$ cat src/rtl/nbc_pkg.sv
package nbc_pkg;

    typedef enum logic [3:0] {
        S_IDLE,
        S_CMD,
        S_CMD_DLY,
        S_COL,
        S_ROW_LO,
        S_ROW_HI,
        S_ADR_DLY,
        S_WAIT_RB,
        S_READ,
        S_STORE,
        S_PAGE_END,
        S_FINISH
    } nbc_state_e;

    localparam logic [7:0] NAND_CMD_READ = 8'h00;

    typedef struct packed {
        logic cs_n;
        logic cmd_lat;
        logic adr_lat;
        logic wr_n;
        logic rd_n;
        logic oe;
    } nbc_pins_t;

    function automatic logic is_write_state(nbc_state_e s);
        return (s == S_CMD) || (s == S_COL) || (s == S_ROW_LO) || (s == S_ROW_HI);
    endfunction

    // Moore decode of the flash control pins; wph selects the strobe phase
    function automatic nbc_pins_t pins_for(nbc_state_e s, logic wph);
        nbc_pins_t p;
        p = '{cs_n: 1'b0, cmd_lat: 1'b0, adr_lat: 1'b0, wr_n: 1'b1, rd_n: 1'b1, oe: 1'b0};
        case (s)
            S_IDLE, S_FINISH: p.cs_n = 1'b1;
            S_CMD: begin
                p.cmd_lat = 1'b1;
                p.oe      = 1'b1;
                p.wr_n    = wph;
            end
            S_CMD_DLY: p.cmd_lat = 1'b1;
            S_COL, S_ROW_LO, S_ROW_HI: begin
                p.adr_lat = 1'b1;
                p.oe      = 1'b1;
                p.wr_n    = wph;
            end
            S_ADR_DLY: p.adr_lat = 1'b1;
            S_READ:    p.rd_n = 1'b0;
            default: ;
        endcase
        return p;
    endfunction

endpackage

$ cat src/rtl/nbc_timer.sv
module nbc_timer #(
    parameter int W = 5
) (
    input  logic         clk,
    input  logic         rst,
    input  logic         load,
    input  logic [W-1:0] load_val,
    output logic         expired
);
    logic [W-1:0] cnt_q;

    always_ff @(posedge clk) begin
        if (rst) begin
            cnt_q <= '0;
        end else if (load) begin
            cnt_q <= load_val;
        end else if (cnt_q != '0) begin
            cnt_q <= cnt_q - W'(1);
        end
    end

    assign expired = (cnt_q == '0);
endmodule

$ cat src/rtl/nbc_pager.sv
module nbc_pager #(
    parameter int BUS_W      = 16,
    parameter int ADDR_W     = 12,
    parameter int OFS_W      = 24,
    parameter int CNT_W      = 16,
    parameter int PAGE_BYTES = 512
) (
    input  logic              clk,
    input  logic              rst,
    input  logic              init,
    input  logic              xfer_step,
    input  logic              page_step,
    input  logic [ADDR_W-1:0] dest_in,
    input  logic [OFS_W-1:0]  src_in,
    input  logic [CNT_W-1:0]  cnt_in,
    output logic [ADDR_W-1:0] dest_q,
    output logic [7:0]        row_lo,
    output logic [7:0]        row_hi,
    output logic              last_xfer,
    output logic              more_pages
);
    localparam int XFERS = PAGE_BYTES * 8 / BUS_W;
    localparam int XW    = $clog2(XFERS);
    localparam int RW    = CNT_W + 1;
    localparam logic signed [RW-1:0] PAGE_S = RW'(PAGE_BYTES);

    logic [OFS_W-1:0]     ofs_q;
    logic [OFS_W-1:0]     ofs_init;
    logic signed [RW-1:0] rem_q;
    logic signed [RW-1:0] rem_nxt;
    logic [XW-1:0]        xfer_q;

    // wide devices count the offset in words
    generate
        if (BUS_W == 16) begin : g_wide
            assign ofs_init = src_in >> 1;
        end else begin : g_narrow
            assign ofs_init = src_in;
        end
    endgenerate

    assign rem_nxt    = rem_q - PAGE_S;
    assign more_pages = ~rem_nxt[RW-1];
    assign last_xfer  = (xfer_q == XW'(XFERS - 1));
    assign row_lo     = 8'(ofs_q >> 8);
    assign row_hi     = 8'(ofs_q >> 16);

    always_ff @(posedge clk) begin
        if (rst) begin
            ofs_q  <= '0;
            rem_q  <= '0;
            dest_q <= '0;
            xfer_q <= '0;
        end else if (init) begin
            ofs_q  <= ofs_init;
            rem_q  <= $signed({1'b0, cnt_in});
            dest_q <= dest_in;
            xfer_q <= '0;
        end else begin
            if (xfer_step) begin
                dest_q <= dest_q + ADDR_W'(1);
                xfer_q <= last_xfer ? '0 : xfer_q + XW'(1);
            end
            if (page_step) begin
                rem_q <= rem_nxt;
                ofs_q <= ofs_q + OFS_W'(XFERS);
            end
        end
    end
endmodule

$ cat src/rtl/nbc_dq_mux.sv
module nbc_dq_mux
    import nbc_pkg::*;
#(
    parameter int BUS_W = 16
) (
    input  nbc_state_e       state,
    input  logic [7:0]       row_lo,
    input  logic [7:0]       row_hi,
    output logic [BUS_W-1:0] dq
);
    logic [7:0] b;

    always_comb begin
        case (state)
            S_CMD:    b = NAND_CMD_READ;
            S_ROW_LO: b = row_lo;
            S_ROW_HI: b = row_hi;
            default:  b = 8'h00;
        endcase
    end

    assign dq = BUS_W'(b);
endmodule

$ cat src/rtl/nand_boot_copy.sv
module nand_boot_copy
    import nbc_pkg::*;
#(
    parameter int BUS_W      = 16,
    parameter int ADDR_W     = 12,
    parameter int OFS_W      = 24,
    parameter int CNT_W      = 16,
    parameter int PAGE_BYTES = 512,
    parameter int LATCH_DLY  = 20,
    parameter int RD_STROBE  = 3
) (
    input  logic              clk,
    input  logic              rst,
    input  logic              start,
    input  logic              boot_nand,
    input  logic [ADDR_W-1:0] dest_addr,
    input  logic [OFS_W-1:0]  src_ofs,
    input  logic [CNT_W-1:0]  byte_cnt,
    output logic              nand_cs_n,
    output logic              nand_cmd_lat,
    output logic              nand_adr_lat,
    output logic              nand_wr_n,
    output logic              nand_rd_n,
    output logic [BUS_W-1:0]  nand_dq_o,
    output logic              nand_dq_oe,
    input  logic [BUS_W-1:0]  nand_dq_i,
    input  logic              nand_ready,
    output logic              ram_we,
    output logic [ADDR_W-1:0] ram_addr,
    output logic [BUS_W-1:0]  ram_wdata,
    output logic              done
);
    localparam int TW  = $clog2(LATCH_DLY + 1);
    localparam int RCW = $clog2(RD_STROBE + 1);
    localparam logic [RCW-1:0] RC_LAST = RCW'(RD_STROBE - 1);

    nbc_state_e       state_q, state_d;
    logic             wph_q;
    logic [RCW-1:0]   rcnt_q;
    logic [BUS_W-1:0] cap_q;
    nbc_pins_t        pins;

    logic       pg_init, xfer_step, page_step, tmr_load, tmr_exp;
    logic       last_xfer, more_pages;
    logic [7:0] row_lo, row_hi;

    assign pg_init   = (state_q == S_IDLE) && start;
    assign xfer_step = (state_q == S_STORE);
    assign page_step = (state_q == S_PAGE_END);
    assign tmr_load  = wph_q && ((state_q == S_CMD) || (state_q == S_ROW_HI));

    nbc_timer #(.W(TW)) u_timer (
        .clk      (clk),
        .rst      (rst),
        .load     (tmr_load),
        .load_val (TW'(LATCH_DLY)),
        .expired  (tmr_exp)
    );

    nbc_pager #(
        .BUS_W      (BUS_W),
        .ADDR_W     (ADDR_W),
        .OFS_W      (OFS_W),
        .CNT_W      (CNT_W),
        .PAGE_BYTES (PAGE_BYTES)
    ) u_pager (
        .clk        (clk),
        .rst        (rst),
        .init       (pg_init),
        .xfer_step  (xfer_step),
        .page_step  (page_step),
        .dest_in    (dest_addr),
        .src_in     (src_ofs),
        .cnt_in     (byte_cnt),
        .dest_q     (ram_addr),
        .row_lo     (row_lo),
        .row_hi     (row_hi),
        .last_xfer  (last_xfer),
        .more_pages (more_pages)
    );

    nbc_dq_mux #(.BUS_W(BUS_W)) u_dq_mux (
        .state  (state_q),
        .row_lo (row_lo),
        .row_hi (row_hi),
        .dq     (nand_dq_o)
    );

    always_comb begin
        state_d = state_q;
        case (state_q)
            S_IDLE:     if (start) state_d = boot_nand ? S_CMD : S_FINISH;
            S_CMD:      if (wph_q) state_d = S_CMD_DLY;
            S_CMD_DLY:  if (tmr_exp) state_d = S_COL;
            S_COL:      if (wph_q) state_d = S_ROW_LO;
            S_ROW_LO:   if (wph_q) state_d = S_ROW_HI;
            S_ROW_HI:   if (wph_q) state_d = S_ADR_DLY;
            S_ADR_DLY:  if (tmr_exp) state_d = S_WAIT_RB;
            S_WAIT_RB:  if (nand_ready) state_d = S_READ;
            S_READ:     if (rcnt_q == RC_LAST) state_d = S_STORE;
            S_STORE:    state_d = last_xfer ? S_PAGE_END : S_READ;
            S_PAGE_END: state_d = more_pages ? S_CMD : S_FINISH;
            S_FINISH:   state_d = S_IDLE;
            default:    state_d = S_IDLE;
        endcase
    end

    always_ff @(posedge clk) begin
        if (rst) begin
            state_q <= S_IDLE;
            wph_q   <= 1'b0;
            rcnt_q  <= '0;
            cap_q   <= '0;
        end else begin
            state_q <= state_d;
            wph_q   <= is_write_state(state_q) ? ~wph_q : 1'b0;
            if (state_q == S_READ) begin
                rcnt_q <= (rcnt_q == RC_LAST) ? '0 : rcnt_q + RCW'(1);
                if (rcnt_q == RC_LAST) begin
                    cap_q <= nand_dq_i;
                end
            end else begin
                rcnt_q <= '0;
            end
        end
    end

    assign pins         = pins_for(state_q, wph_q);
    assign nand_cs_n    = pins.cs_n;
    assign nand_cmd_lat = pins.cmd_lat;
    assign nand_adr_lat = pins.adr_lat;
    assign nand_wr_n    = pins.wr_n;
    assign nand_rd_n    = pins.rd_n;
    assign nand_dq_oe   = pins.oe;

    assign ram_we    = (state_q == S_STORE);
    assign ram_wdata = cap_q;
    assign done      = (state_q == S_FINISH);
endmodule

$ cat config.mk
export PLATFORM = sky130hd
export DESIGN_NAME = nand_boot_copy
export DESIGN_NICKNAME = d
export VERILOG_FILES = /design/src/rtl/nbc_pkg.sv /design/src/rtl/nbc_timer.sv /design/src/rtl/nbc_pager.sv /design/src/rtl/nbc_dq_mux.sv /design/src/rtl/nand_boot_copy.sv
export SDC_FILE = /design/constraint.sdc
export NUM_CORES = 1
export LEC_CHECK = 0
export BUFFER_PORTS_ARGS = -buffer_cell sky130_fd_sc_hd__clkbuf_2
export CAP_MARGIN = 0
export CORE_MARGIN = 3
export CORE_UTILIZATION = 51
export DETAILED_ROUTE_END_ITERATION = 8
export GPL_TIMING_DRIVEN = 0
export PLACE_DENSITY_LB_ADDON = 0.3
export SYNTH_ARGS = -nofsm -noshare
export SYNTH_HDL_FRONTEND = slang
export SYNTH_SLANG_ARGS = --single-unit
$ cat constraint.sdc
create_clock -name clk -period 2.55 [get_ports clk]
set_input_delay 0.255 -clock clk [delete_from_list [all_inputs] [get_ports clk]]
set_output_delay 0.255 -clock clk [all_outputs]
set_load 0.005 [all_outputs]
## Word-level counts from Yosys, hierarchy flattened

Index checks and enable logic that the tools add are counted.

| operators by class | value |
|---|---|
| divide/modulo/power cells | 0 |
| $lt $le $gt $ge | 0 |
| shift operators | 0 |
| $add $sub $neg | 6 |
| equal/unequal tests | 22 |
| multiplexer cells | 29 |
| reduce and logical (&&, ||, !) cells | 22 |
| $mul | 0 |
| bitwise gates (word level) | 3 |

Operators by type and width:

| kind | count |
|---|---|
| $mux 23 | 2 |
| $mux 4 | 11 |
| $pmux 4 s11 | 1 |
| $mux 16 | 2 |
| $add 24x9->24 const B | 1 |
| $mux 12 | 2 |
| $ne 2x2->1 const B | 9 |
| $sub 17x11->17 const B | 1 |
| $eq 4x3->1 const B | 4 |
| $eq 4x4->1 const B | 4 |
| $pmux 8 s2 | 1 |
| $add 12x1->12 const B | 1 |
| $mux 5 | 2 |
| $reduce_or 2->1 | 5 |
| $reduce_and 9->1 | 1 |
| $add 8x1->8 const B | 1 |
| $eq 4x2->1 const B | 2 |
| $eq 8x8->1 const B | 1 |
| $mux 8 | 1 |
| $reduce_or 4->1 | 2 |
| $mux 1 | 6 |
| $reduce_bool 2->1 | 3 |
| $logic_not 5->1 | 1 |
| $reduce_bool 5->1 | 1 |
| other kinds (11) | 17 |

| word-level totals | value |
|---|---|
| bits in read-only memories | 0 |
| memories | 0 |
| register bits after elaboration | 89 |
| word-level logic and storage cells | 94 |
| input bits | 73 |
| bits in latches | 0 |
| output and inout port bits | 52 |
| RAM bits | 0 |

## Logic depth before layout (Yosys ltp)

Gate-level depths: netlist (run 1).

| logic depth | value |
|---|---|
| depth after elaboration | 6 |
| depth in mapped cells | 9 |

## By module

From an unflattened synthesis (run 1), not the netlist that was laid out.

| second synthesis, totals | value |
|---|---|
| cell total of the unflattened synthesis | 476 |
| area total of the unflattened synthesis | 3783.6 um^2 |

By module, submodules not included:

| module | times used | area an instance (um^2) | cells each |
|---|---|---|---|
| nbc_pager | 1 | 2210.9 | 273 |
| nand_boot_copy | 1 | 1086.0 | 143 |
| nbc_timer | 1 | 287.8 | 32 |
| nbc_dq_mux | 1 | 198.9 | 28 |

## Worst setup path after synthesis (run 1)

OpenSTA, ideal clock, no wires.

| timing | value |
|---|---|
| path type | flip-flop to flip-flop |
| start point | reg u_timer.cnt_q[0] |
| end point | reg state_q[2] |
| library setup time | 0.132 ns |
| slack | 0.639 ns |
| required time | 2.418 ns |
| stages on the path, launching flop included | 10 |
| buffers on the path | 2 |
| arrival | 1.778 ns |
| path through | dfxtp_1 > inv_1 > ha_1 > or4b_1 > buf_2 > a32oi_1 > and3_1 > buf_6 > mux2i_1 > a21oi_1 |

| on the way | value |
|---|---|
| longest elaborated chain between the ends | 3 |
| elaborated cells on any way between the ends | 4 |
| those cells by class | eq/ne: 2; reduce/logical: 2 |

RTL lines:

| what | line | source |
|---|---|---|
| start: declaration | nbc_timer.sv:10 | `logic [W-1:0] cnt_q;` |
| start signal: assignment | nbc_timer.sv:16 | `cnt_q <= load_val;` |
| start signal: assignment | nbc_timer.sv:18 | `cnt_q <= cnt_q - W'(1);` |
| $logic_not 5->1 (*) | nbc_timer.sv:22 | `assign expired = (cnt_q == '0);` |
| $ne 2x2->1 (no source line) | -- |  |
| $reduce_and 9->1 (no source line) (*) | -- |  |
| end signal: assignment | nand_boot_copy.sv:115 | `state_q <= state_d;` |
| end: declaration | nand_boot_copy.sv:37 | `nbc_state_e state_q, state_d;` |

Mark *: on every way between the ends. The rest lies on a longest branch, timed or not.
A chain may end at the register's enable or synchronous reset.

## Worst setup path after layout (run 1)

| timing | value |
|---|---|
| start point | reg state_q[0] |
| end point | out nand_dq_o[3] |

| on the way | value |
|---|---|
| longest elaborated chain between the ends | 2 |
| elaborated cells on any way between the ends | 3 |
| those cells by class | eq/ne: 2; mux: 1 |

RTL lines:

| what | line | source |
|---|---|---|
| $eq 4x3->1 | nbc_dq_mux.sv:14 | `case (state)` |
| $pmux 8 s2 (*) | nbc_dq_mux.sv:14 |  |
| end: declaration | nand_boot_copy.sv:24 | `output logic [BUS_W-1:0] nand_dq_o,` |

Marked as above.

==> summary.md, run 1 <==
| Metric | Value |
|---|---|
| Pre-CTS WS | 0.4580 ns |
| Reg2reg path depth | 9 |
| Final min period | 2.371 ns |
| Synth cell types | 54 |
| Crit Path Class | flop to primary output |
| Port Buffers | 98 |
| Area delta synth->final | 21.89% |
| Vias post-DR | 3,576 |
| Worst-Skew Late Latency | 0.35 ns |
| Initial antenna violation count | 0 |
| Pwr Total | 3880 uW |
| Post-synthesis register bit count | 72 |
| Mean Syn Cell Area | 8.129 sq um |
| CTS Sinks | 72 |
| Initial Util | 53.55% |
| Max-Cap Viols | 0 |
| 1st-iter DRT viols | 154 |
| WP buf/inv | 4 |
| # resized after CTS | 0 |
| Ports placed on the boundary | 125 |
| Logic pwr share | 37.7% |
| Detailed Route WL | 9.301 mm |
| Power share of the sequential group | 41.8% |
| Die width | 91.16 um |
| Switch share | 38.71% |
| Worst stage delay on the critical path | 0.56 ns |
| Asr flop ratio synth | 0% |
| RSZ-0062 raised after global routing | no |
| Worst setup margin | 0.1790 ns |
| Hold_buf cts | 0 |
| Drt first pass iters | 4 |
| Critical path arrival | 2.12 ns |
| Clk slew on worst S/H paths | 0.08 ns |
| Slew HR | 54.58% |
| Hold EP | ram_wdata[7]$_SDFFE_PP0P_ |
| Vias in the first global route | 3,420 |
| CP top delay family | buffers and inverters |
| Setup Buffers After CTS | 0 |
| Skew final | 0.01017 ns |
| Final period utilization | 92.98% |
| Clock share of power | 20.6% |
| Top cell by count, worst path | buf_2 |
| Power Density | 860.6 mW/mm^2 |
| Num CTS Buffers | 9 |
| CTS max path bufs | 2 |
| Yosys Warn Count | 0 |
| Final TNS setup | 0 ns |
| FILL cells | 623 |
| Internal power | 2378 uW |
| Vias/cell | 5.321 |
| WP data required | 2.30 ns |
| Synth Cell Area | 0.003699 sq mm |
| Worst-Margin Slew | 0.6812 ns |
| Residual DRC count | 0 |
| Half-perimeter wire length after placement | 6.968 mm |
| VDD IR max | 0.6948 mV |
| Layout cells sized above 1 | 25.52% |
| CP max FO | 10 |
| Leak | 0.001887 uW |
| Seq/Total Area, Yosys | 38.97% |
| Max Fclk | 0.4218 GHz |
| Worst R2R End | state_q[2]$_SDFFE_PP0P_ |
| Largest net degree at the start of global routing | 14 |
| Die area | 0.008310 sq mm |
| Sw power | 1502 uW |
| Critical path, cell by cell | buf_2 > buf_2 > buf_1 > mux2i_1 > nor2_1 > clkbuf_2 |
| GRT Resource Usage Total | 23.06% |
| # rows | 30 |
| Area of the multi-input gates | 0.002047 sq mm |
| Crit start category | flop |
| N_diodes | 0 |
| HP Class | input port to flop |
| Crit path max-delay cell type | buf_1 |
| WHS | 0.1128 ns |
| Pins over their slew limit | 0 |
| Final nets | 651 |
| Routed Antenna Nets | 0 |
| Clk root buf | clkbuf_8 |
| RD Place Congestion | 0.8859 |
| H-tree depth | 3 |
| Hold Vio Cnt, Final | 0 |
| EDFF count, synth | 0 |
| Top FF cell, synth | dfxtp_1 |
| Reg area | 0.001441 sq mm |
| CTS tree | done |
| Setup-failing EPs final | 0 |
| GRT overflow | 0 |
| Final Core Density | 65.27% |
| Die Y | 91.16 um |
| Hold Path Origin | nand_dq_i[7] |
| Status | finished clean |
| R2R setup slack | 0.45 ns |
| Global-route wire length before repair | 15.76 mm |
| CP endpoint kind | primary output |
| Cell count of the worst hold path | 3 |
| Cells after synthesis | 455 |
| Core area | 0.006907 sq mm |
| Routed len/inst | 13.84 um |
| Worst r2r src | u_timer.cnt_q[0]$_SDFFE_PP0P_ |
## final cells by class
class                      instances  share of cell area, %
tap                               96                  2.664
buffer                            38                  4.580
sequential                        72                  31.97
clock inverter                     7                  1.082
timing repair buffer              98                  10.88
inverter                           8                 0.6661
multi-input combinational        344                  45.41
clock buffer                       9                  2.748
## power by group through the flow
stage	sequential, uW	clock (uW)	combinational, uW
after global placement	1620	0	1410
after global routing	1660	849	1640
after floorplan	1590	0	1050
after detailed placement	1640	0	1450
after CTS	1610	806	1460
final	1620	798	1460
## per-stage QoR
| stage | instances | area, sq um |
|---|---|---|
| after global placement | 656 | 4335 |
| after detailed placement | 656 | 4335 |
| after floorplan | 462 | 3725 |
| final | 672 | 4508 |
| after CTS | 672 | 4508 |
| after global routing | 672 | 4508 |
## cell usage after synthesis (4+ instances only)
master | number | area share, %
a21oi_1 | 30 | 4.1
ha_1 | 7 | 2.4
buf_4 | 9 | 1.8
nor3_1 | 11 | 1.5
o21ai_0 | 6 | 0.81
xor2_1 | 19 | 4.5
xnor2_1 | 14 | 3.3
nand3_1 | 10 | 1.4
nand3b_1 | 4 | 0.81
dfxtp_1 | 72 | 39
or3_1 | 4 | 0.68
and3_1 | 10 | 1.7
nor2_1 | 71 | 7.2
inv_1 | 8 | 0.81
nand2_1 | 60 | 6.1
a211oi_1 | 23 | 4.7
mux2i_1 | 14 | 3.8
clkbuf_1 | 13 | 1.3
nand4_1 | 7 | 1.2
buf_2 | 12 | 1.6
## layer usage
layer / global-route usage [%] / routed length (um) / share of wire, % / vias to the layer above
li1: - / - / - / 1793
met1: 28.37 / 4095 / 44 / 1672
met2: 39.42 / 4492 / 48 / 101
met3: 4.722 / 588 / 6.3 / 10
met4: 8.920 / 124 / 1.3 / 0
met5: 0 / 0 / 0 / -
## worst register-to-register path, stage by stage (launching register included)
cell and delay (ns):
dfxtp_1 0.34, inv_1 0.08, ha_1 0.18, or4b_1 0.43, buf_2 0.17, a32oi_1 0.19
and3_1 0.19, buf_6 0.12, mux2i_1 0.19, a21oi_1 0.09
## worst max-delay path by stage
stage / cells after the start / from / slack (ns) / to
after detailed placement: 9 / u_timer.cnt_q[0]$_SDFFE_PP0P_ / 0.46 / state_q[2]$_SDFFE_PP0P_
final: 6 / state_q[0]$_SDFFE_PP0P_ / 0.18 / nand_dq_o[3]
after global routing: 6 / state_q[0]$_SDFFE_PP0P_ / 0.05 / nand_dq_o[3]
after CTS: 6 / state_q[0]$_SDFFE_PP0P_ / 0.17 / nand_dq_o[3]
after floorplan: 9 / u_timer.cnt_q[0]$_SDFFE_PP0P_ / 0.64 / state_q[2]$_SDFFE_PP0P_
after global placement: 9 / u_timer.cnt_q[0]$_SDFFE_PP0P_ / 0.51 / state_q[2]$_SDFFE_PP0P_
## logic make-up (layout without fill, tap and decap cells)
group | Yosys count | count (layout) | synth area share [%]
AO/OA/AOI/OAI | 76 | 76 | 13.16
XOR/XNOR | 33 | 33 | 7.815
adder cells (fa/ha/maj) | 7 | 7 | 2.368
buffers and inverters | 46 | 160 | 6.394
flip-flops | 72 | 72 | 38.97
multiplexers | 15 | 15 | 4.093
other | 1 | 8 | 0.1014
AND/OR/NAND/NOR | 205 | 205 | 27.10
## cell usage in the layout (no fill, tap or decap), types with 3 or more instances in the layout
cell type / netlist / routed
clkbuf_2: 0 / 98
dfxtp_1: 72 / 72
nor2_1: 71 / 71
nand2_1: 60 / 60
a21oi_1: 30 / 30
a211oi_1: 23 / 23
xor2_1: 19 / 19
mux2i_1: 14 / 14
xnor2_1: 14 / 14
clkbuf_1: 13 / 13
buf_2: 12 / 12
nor3_1: 11 / 11
nand3_1: 10 / 10
and3_1: 10 / 10
buf_4: 9 / 9
clkbuf_8: 0 / 9
inv_1: 8 / 8
conb_1: 1 / 8
nand4_1: 7 / 7
ha_1: 7 / 7
o21ai_0: 6 / 6
or3_1: 4 / 4
nand3b_1: 4 / 4
nand2b_1: 3 / 3
nor4_1: 3 / 3
a31oi_1: 3 / 3
a221oi_1: 3 / 3
clkinv_4: 0 / 3
clkinv_2: 0 / 3
## registers in the layout, summed over array words and instances (netlist names)
register        cells
u_pager.ofs_q      16
u_pager.xfer_q      8
u_pager.dest_q     12
wph_q               1
u_pager.rem_q       8
ram_wdata          16
u_timer.cnt_q       5
state_q             4
rcnt_q              2
Power figures use the tool's default switching activity.
==> run 2, diff against run 1 <==
Settings changed: CORE_UTILIZATION 51 to 41.
==> summary.md, run 2 (synthesized netlist as in run 1, its figures left out) <==
| Metric | Value |
|---|---|
| Status | finished clean |
| # rows | 34 (+13%) |
| Critical path, cell by cell | buf_2 > buf_2 > buf_1 > mux2i_1 > nor2_1 > clkbuf_2 |
| Residual DRC count | 0 (unchanged) |
| Drt first pass iters | 4 (unchanged) |
| Power Density | 861.7 mW/mm^2 (+0.12%) |
| CP top delay family | buffers and inverters |
| FILL cells | 864 (+39%) |
| Routed len/inst | 14.03 um (+1.4%) |
| RSZ-0062 raised after global routing | no |
| Pins over their slew limit | 0 (unchanged) |
| Final nets | 651 (unchanged) |
| WP data required | 2.30 ns (about the same) |
| N_diodes | 0 (unchanged) |
| GRT overflow | 0 (unchanged) |
| Setup Buffers After CTS | 0 (unchanged) |
| Leak | 0.001885 uW (-0.10%) |
| Worst stage delay on the critical path | 0.54 ns (-0.02 ns) |
| Core area | 0.008763 sq mm (+27%) |
| Vias post-DR | 3,553 (-0.64%) |
| RD Place Congestion | 0.8458 (-4.5%) |
| Die Y | 101.0 um (+11%) |
| Final TNS setup | 0 ns (unchanged) |
| Most frequent cells in the layout | clkbuf_2, dfxtp_1, nor2_1 |
| Fin cells | 684 (+1.8%) |
| Global-route wire length before repair | 15.40 mm (-2.3%) |
| Hold Vio Cnt, Final | 0 (unchanged) |
| Clk root buf | clkbuf_8 |
| Largest net degree at the start of global routing | 14 (unchanged) |
| Skew final | 0.008505 ns (-0.001661 ns) |
| Die area | 0.01020 sq mm (+23%) |
| Clk slew on worst S/H paths | 0.08 ns (about the same) |
| CTS tree | done |
| Crit path max-delay cell type | buf_1 |
| Vias in the first global route | 3,357 (-1.8%) |
| CP endpoint kind | primary output |
| CTS Sinks | 72 (unchanged) |
| Half-perimeter wire length after placement | 7.248 mm (+4.0%) |
| WP buf/inv | 4 (unchanged) |
| CP max FO | 10 (unchanged) |
| Area of the multi-input gates | 0.002047 sq mm (unchanged) |
| Commonest non-fill, non-tap cell in the layout | clkbuf_2 |
| Final min period | 2.338 ns (-0.03315 ns) |
| Worst-Skew Late Latency | 0.35 ns (about the same) |
| Die width | 101.0 um (+11%) |
| Area delta synth->final | 22.26% |
| VDD IR max | 0.4086 mV (-41%) |
| Vias/cell | 5.194 (-2.4%) |
| Ports placed on the boundary | 125 (unchanged) |
| Initial antenna violation count | 0 (unchanged) |
| HP Class | input port to flop |
| Slew HR | 56.38% (+1.8 points) |
| Layout cells sized above 1 | 25.35% (-0.17 points) |
| H-tree depth | 3 (unchanged) |
| GRT Resource Usage Total | 18.76% (-4.3 points) |
| Final period utilization | 91.68% (-1.3 points) |
| Port Buffers | 98 (unchanged) |
| Worst-Margin Slew | 0.6543 ns (-0.02698 ns) |
| Num CTS Buffers | 9 (unchanged) |
| Max Fclk | 0.4277 GHz (+1.4%) |
| Hold_buf cts | 0 (unchanged) |
| # resized after CTS | 0 (unchanged) |
| Reg area | 0.001441 sq mm (unchanged) |
| CTS max path bufs | 2 (unchanged) |
| Max-Cap Viols | 0 (unchanged) |
| Setup-failing EPs final | 0 (unchanged) |
| 1st-iter DRT viols | 121 (-21%) |
| Routed Antenna Nets | 0 (unchanged) |
| Crit Path Class | flop to primary output |
| Top cell by count, worst path | buf_2 |
| Placed cell count | 668 (+1.8%) |
| Detailed Route WL | 9.598 mm (+3.2%) |
| Critical path arrival | 2.08 ns (-0.04 ns) |
| Initial Util | 42.20% (-11 points) |
| Crit start category | flop |
==> run 2: cell types whose count changed in the layout (fill, tap and decap cells not counted), sizes merged <==
cell,delta
clkinv,-3
inv,+2
clkbuf,+1
==> run 2: tightest hold or removal path, cell delays in order <==
cell	delay (ns)
clkbuf_2	0.08
nand2_1	0.04
a21oi_1	0.05
==> run 2: power breakdown <==
group | internal [uW] | switching, uW | total (uW)
Clock | 358 | 448 | 806
Sequential | 1370 | 257 | 1620
Combinational | 661 | 807 | 1470
Total | 2390 | 1510 | 3900
==> run 2: metrics by stage <==
step	instance area, sq um	total power [uW]	worst slack (ns)	utilization [%]	hold slack [ns]
6_report	4522	3896	0.2121	51.60	0.1180
5_1_grt	4522	4185	0.05963	51.60	0.1141
4_1_cts	4522	3926	0.1911	51.60	0.1011
3_5_place_dp	4350	3105	0.4656	49.64	0.4061
3_3_place_gp	4350	3051	0.5233	49.64	0.4006
2_1_floorplan	3725	2631	0.6393	-	0.3910
==> run 2: path summary, 6_finish.rpt <==
check	start	cells after the start	slack [ns]	end
max	state_q[0]$_SDFFE_PP0P_	6	0.21	nand_dq_o[6]
min	nand_dq_i[0]	3	0.12	ram_wdata[0]$_SDFFE_PP0P_
min reg2reg	rcnt_q[0]$_SDFF_PP0_	1	0.41	rcnt_q[0]$_SDFF_PP0_
max reg2reg	state_q[1]$_SDFFE_PP0P_	6	0.45	u_pager.ofs_q[18]$_SDFFE_PP0P_
==> run 2: final cells by class <==
class	instances	area share, %
Inverter	8	0.6641
Tap cell	108	2.988
Timing Repair Buffer	98	10.85
Buffer	38	4.566
Clock inverter	6	0.9685
Sequential cell	72	31.88
Clock buffer	10	2.822
Multi-Input combinational cell	344	45.27
==> run 2: per-layer routing <==
metal | up-vias | share of wire, % | global-route usage [%]
met3 | 13 | 8.6 | 6.298
met4 | 0 | 1.4 | 5.624
met5 | - | 0 | 0
met2 | 123 | 47 | 30.99
li1 | 1799 | - | -
met1 | 1618 | 43 | 23.17
==> run 3, diff against run 2 <==
Settings changed: BUFFER_PORTS_ARGS -buffer_cell sky130_fd_sc_hd__clkbuf_2 to default, DONT_BUFFER_PORTS from default to 1.
==> summary.md, run 3 (synthesized netlist as in run 1, its figures left out) <==
| Metric | Value |
|---|---|
| Status | finished clean |
| Skew final | 0.01069 ns (+0.002188 ns) |
| Clk root buf | clkbuf_8 |
| Hold Path Origin | nand_dq_i[3] |
| RD Place Congestion | 0.8825 (+4.3%) |
| Clock share of power | 23.9% (+3.2 points) |
| Max Fclk | 0.4423 GHz (+3.4%) |
| Pins over their slew limit | 0 (unchanged) |
| Worst-Skew Late Latency | 0.35 ns (about the same) |
| CTS max path bufs | 2 (unchanged) |
| Vias in the first global route | 3,016 (-10%) |
| WP data required | 2.30 ns (about the same) |
| Pre-CTS WS | 0.4854 ns (+0.01982 ns) |
| Clk slew on worst S/H paths | 0.08 ns (about the same) |
| Logic pwr share | 33.8% (-3.9 points) |
| Drt first pass iters | 4 (unchanged) |
| Cell count of the worst hold path | 2 (-1) |
| # rows | 34 (unchanged) |
| Die area | 0.01020 sq mm (unchanged) |
| Worst-Margin Slew | 0.6679 ns (+0.01360 ns) |
| Leak | 0.001473 uW (-22%) |
| Area delta synth->final | 9.912% |
| Power share of the sequential group | 42.3% (+0.7 points) |
| Internal power | 2404 uW (+0.81%) |
| Final TNS setup | 0 ns (unchanged) |
| Switch share | 37.95% (-0.84 points) |
| N_diodes | 0 (unchanged) |
| Worst r2r src | state_q[1]$_SDFFE_PP0P_ |
| Vias/cell | 5.469 (+5.3%) |
| Sw power | 1470 uW (-2.7%) |
| Hold_buf cts | 0 (unchanged) |
| Die width | 101.0 um (unchanged) |
| GRT Resource Usage Total | 18.53% (-0.23 points) |
| Setup-failing EPs final | 0 (unchanged) |
| Initial Util | 42.20% (unchanged) |
| Port Buffers | 0 (-100%) |
| H-tree depth | 3 (unchanged) |
| GRT overflow | 0 (unchanged) |
| RSZ-0062 raised after global routing | no |
| Hold EP | ram_wdata[3]$_SDFFE_PP0P_ |
| Final nets | 553 (-15%) |
| Layout cells sized above 1 | 10.25% (-15 points) |
| CTS Sinks | 72 (unchanged) |
| Post-Layout Inst Area | 0.004065 sq mm (-10%) |
| R2R setup slack | 0.45 ns (about the same) |
| CTS tree | done |
| Critical path arrival | 2.01 ns (-0.07 ns) |
| Slew HR | 55.48% (-0.91 points) |
| WHS | 0.03169 ns (-0.08627 ns) |
| Setup Buffers After CTS | 0 (unchanged) |
| Commonest non-fill, non-tap cell in the layout | dfxtp_1 |
| Vias post-DR | 3,205 (-9.8%) |
| Hold Vio Cnt, Final | 0 (unchanged) |
| Initial antenna violation count | 0 (unchanged) |
| Ports placed on the boundary | 125 (unchanged) |
| Core area | 0.008763 sq mm (unchanged) |
| Final period utilization | 88.66% (-3.0 points) |
| Crit start category | flop |
| FILL cells | 884 (+2.3%) |
| # resized after CTS | 0 (unchanged) |
| Worst R2R End | u_pager.dest_q[3]$_SDFFE_PP0P_ |
| Crit Path Class | flop to primary output |
| CP endpoint kind | primary output |
| DP Area | 0.003860 sq mm (-11%) |
| VDD IR max | 0.4416 mV (+8.1%) |
| Die Y | 101.0 um (unchanged) |
| Detailed Route WL | 9.414 mm (-1.9%) |
| Num CTS Buffers | 9 (unchanged) |
| Power Density | 953.2 mW/mm^2 (+11%) |
| Largest net degree at the start of global routing | 14 (unchanged) |
| Routed Antenna Nets | 0 (unchanged) |
| Routed len/inst | 16.06 um (+14%) |
| Residual DRC count | 0 (unchanged) |
| HP Class | input port to flop |
| 1st-iter DRT viols | 82 (-32%) |
| CP max FO | 10 (unchanged) |
| Final min period | 2.261 ns (-0.07715 ns) |
| Most frequent cells in the layout | dfxtp_1, nor2_1, nand2_1 |
| Reg2reg path depth | 6 (unchanged) |
| Global-route wire length before repair | 14.96 mm (-2.9%) |
| Half-perimeter wire length after placement | 7.057 mm (-2.6%) |
| Worst setup margin | 0.2893 ns (+0.07715 ns) |
| Max-Cap Viols | 0 (unchanged) |
run 3: cell count changes in the layout (fill, tap and decap cells not counted):
cell        delta
clkbuf_2      -98
bufinv_16      +1
clkinvlp_4     +1
clkbuf_1       -1
clkinv_2       -1
inv_6          -1
clkbuf_8       +1
run 3: worst max-delay path, cell delays in order (launching register included):
cell and delay, ns:
dfxtp_1 0.31, buf_2 0.17, buf_2 0.27, buf_1 0.55
mux2i_1 0.15, nor2_1 0.21
run 3: power by group through the flow:
stage / clock (uW) / sequential [uW] / combinational (uW)
finish: 927 / 1640 / 1310
global route: 1000 / 1680 / 1480
CTS: 963 / 1640 / 1310
detailed placement: 0 / 1660 / 1300
global placement: 0 / 1650 / 1260
floorplan: 0 / 1590 / 1050
run 3: through the flow:
step	total power, uW	instances	util [%]
2_1_floorplan	2631	462	-
3_3_place_gp	2910	570	44.05
3_5_place_dp	2963	570	44.05
4_1_cts	3911	586	46.39
5_1_grt	4158	586	46.39
6_report	3875	586	46.39
run 3: layer usage:
metal	global-route usage, %	up-vias	wire length (um)
met4	5.112	0	122
met2	29.77	94	4351
met5	0	-	0
met3	7.336	8	790
met1	23.10	1501	4150
li1	-	1602	-
run 3: area by class of cell:
class	count	area [sq um]	area share, %
multi-input cells	344	2047	50.35
well taps	108	135.1	3.324
clock inverters	6	67.56	1.662
inverters	8	30.03	0.7387
clock buffers	10	137.6	3.386
flip-flops and latches	72	1441	35.46
plain buffers	38	206.4	5.078
run 3: how the worst max path moves through the flow:
stage                     depth (start not counted)  slack (ns)                     startpoint                       to
after floorplan                                   9        0.64  u_timer.cnt_q[0]$_SDFFE_PP0P_  state_q[2]$_SDFFE_PP0P_
after global placement                            9        0.52  u_timer.cnt_q[0]$_SDFFE_PP0P_  state_q[2]$_SDFFE_PP0P_
after detailed placement                          9        0.49  u_timer.cnt_q[0]$_SDFFE_PP0P_  state_q[2]$_SDFFE_PP0P_
after CTS                                         5        0.26        state_q[0]$_SDFFE_PP0P_                nand_cs_n
after global routing                              5        0.12        state_q[0]$_SDFFE_PP0P_             nand_dq_o[3]
final                                             5        0.29        state_q[0]$_SDFFE_PP0P_             nand_dq_o[1]
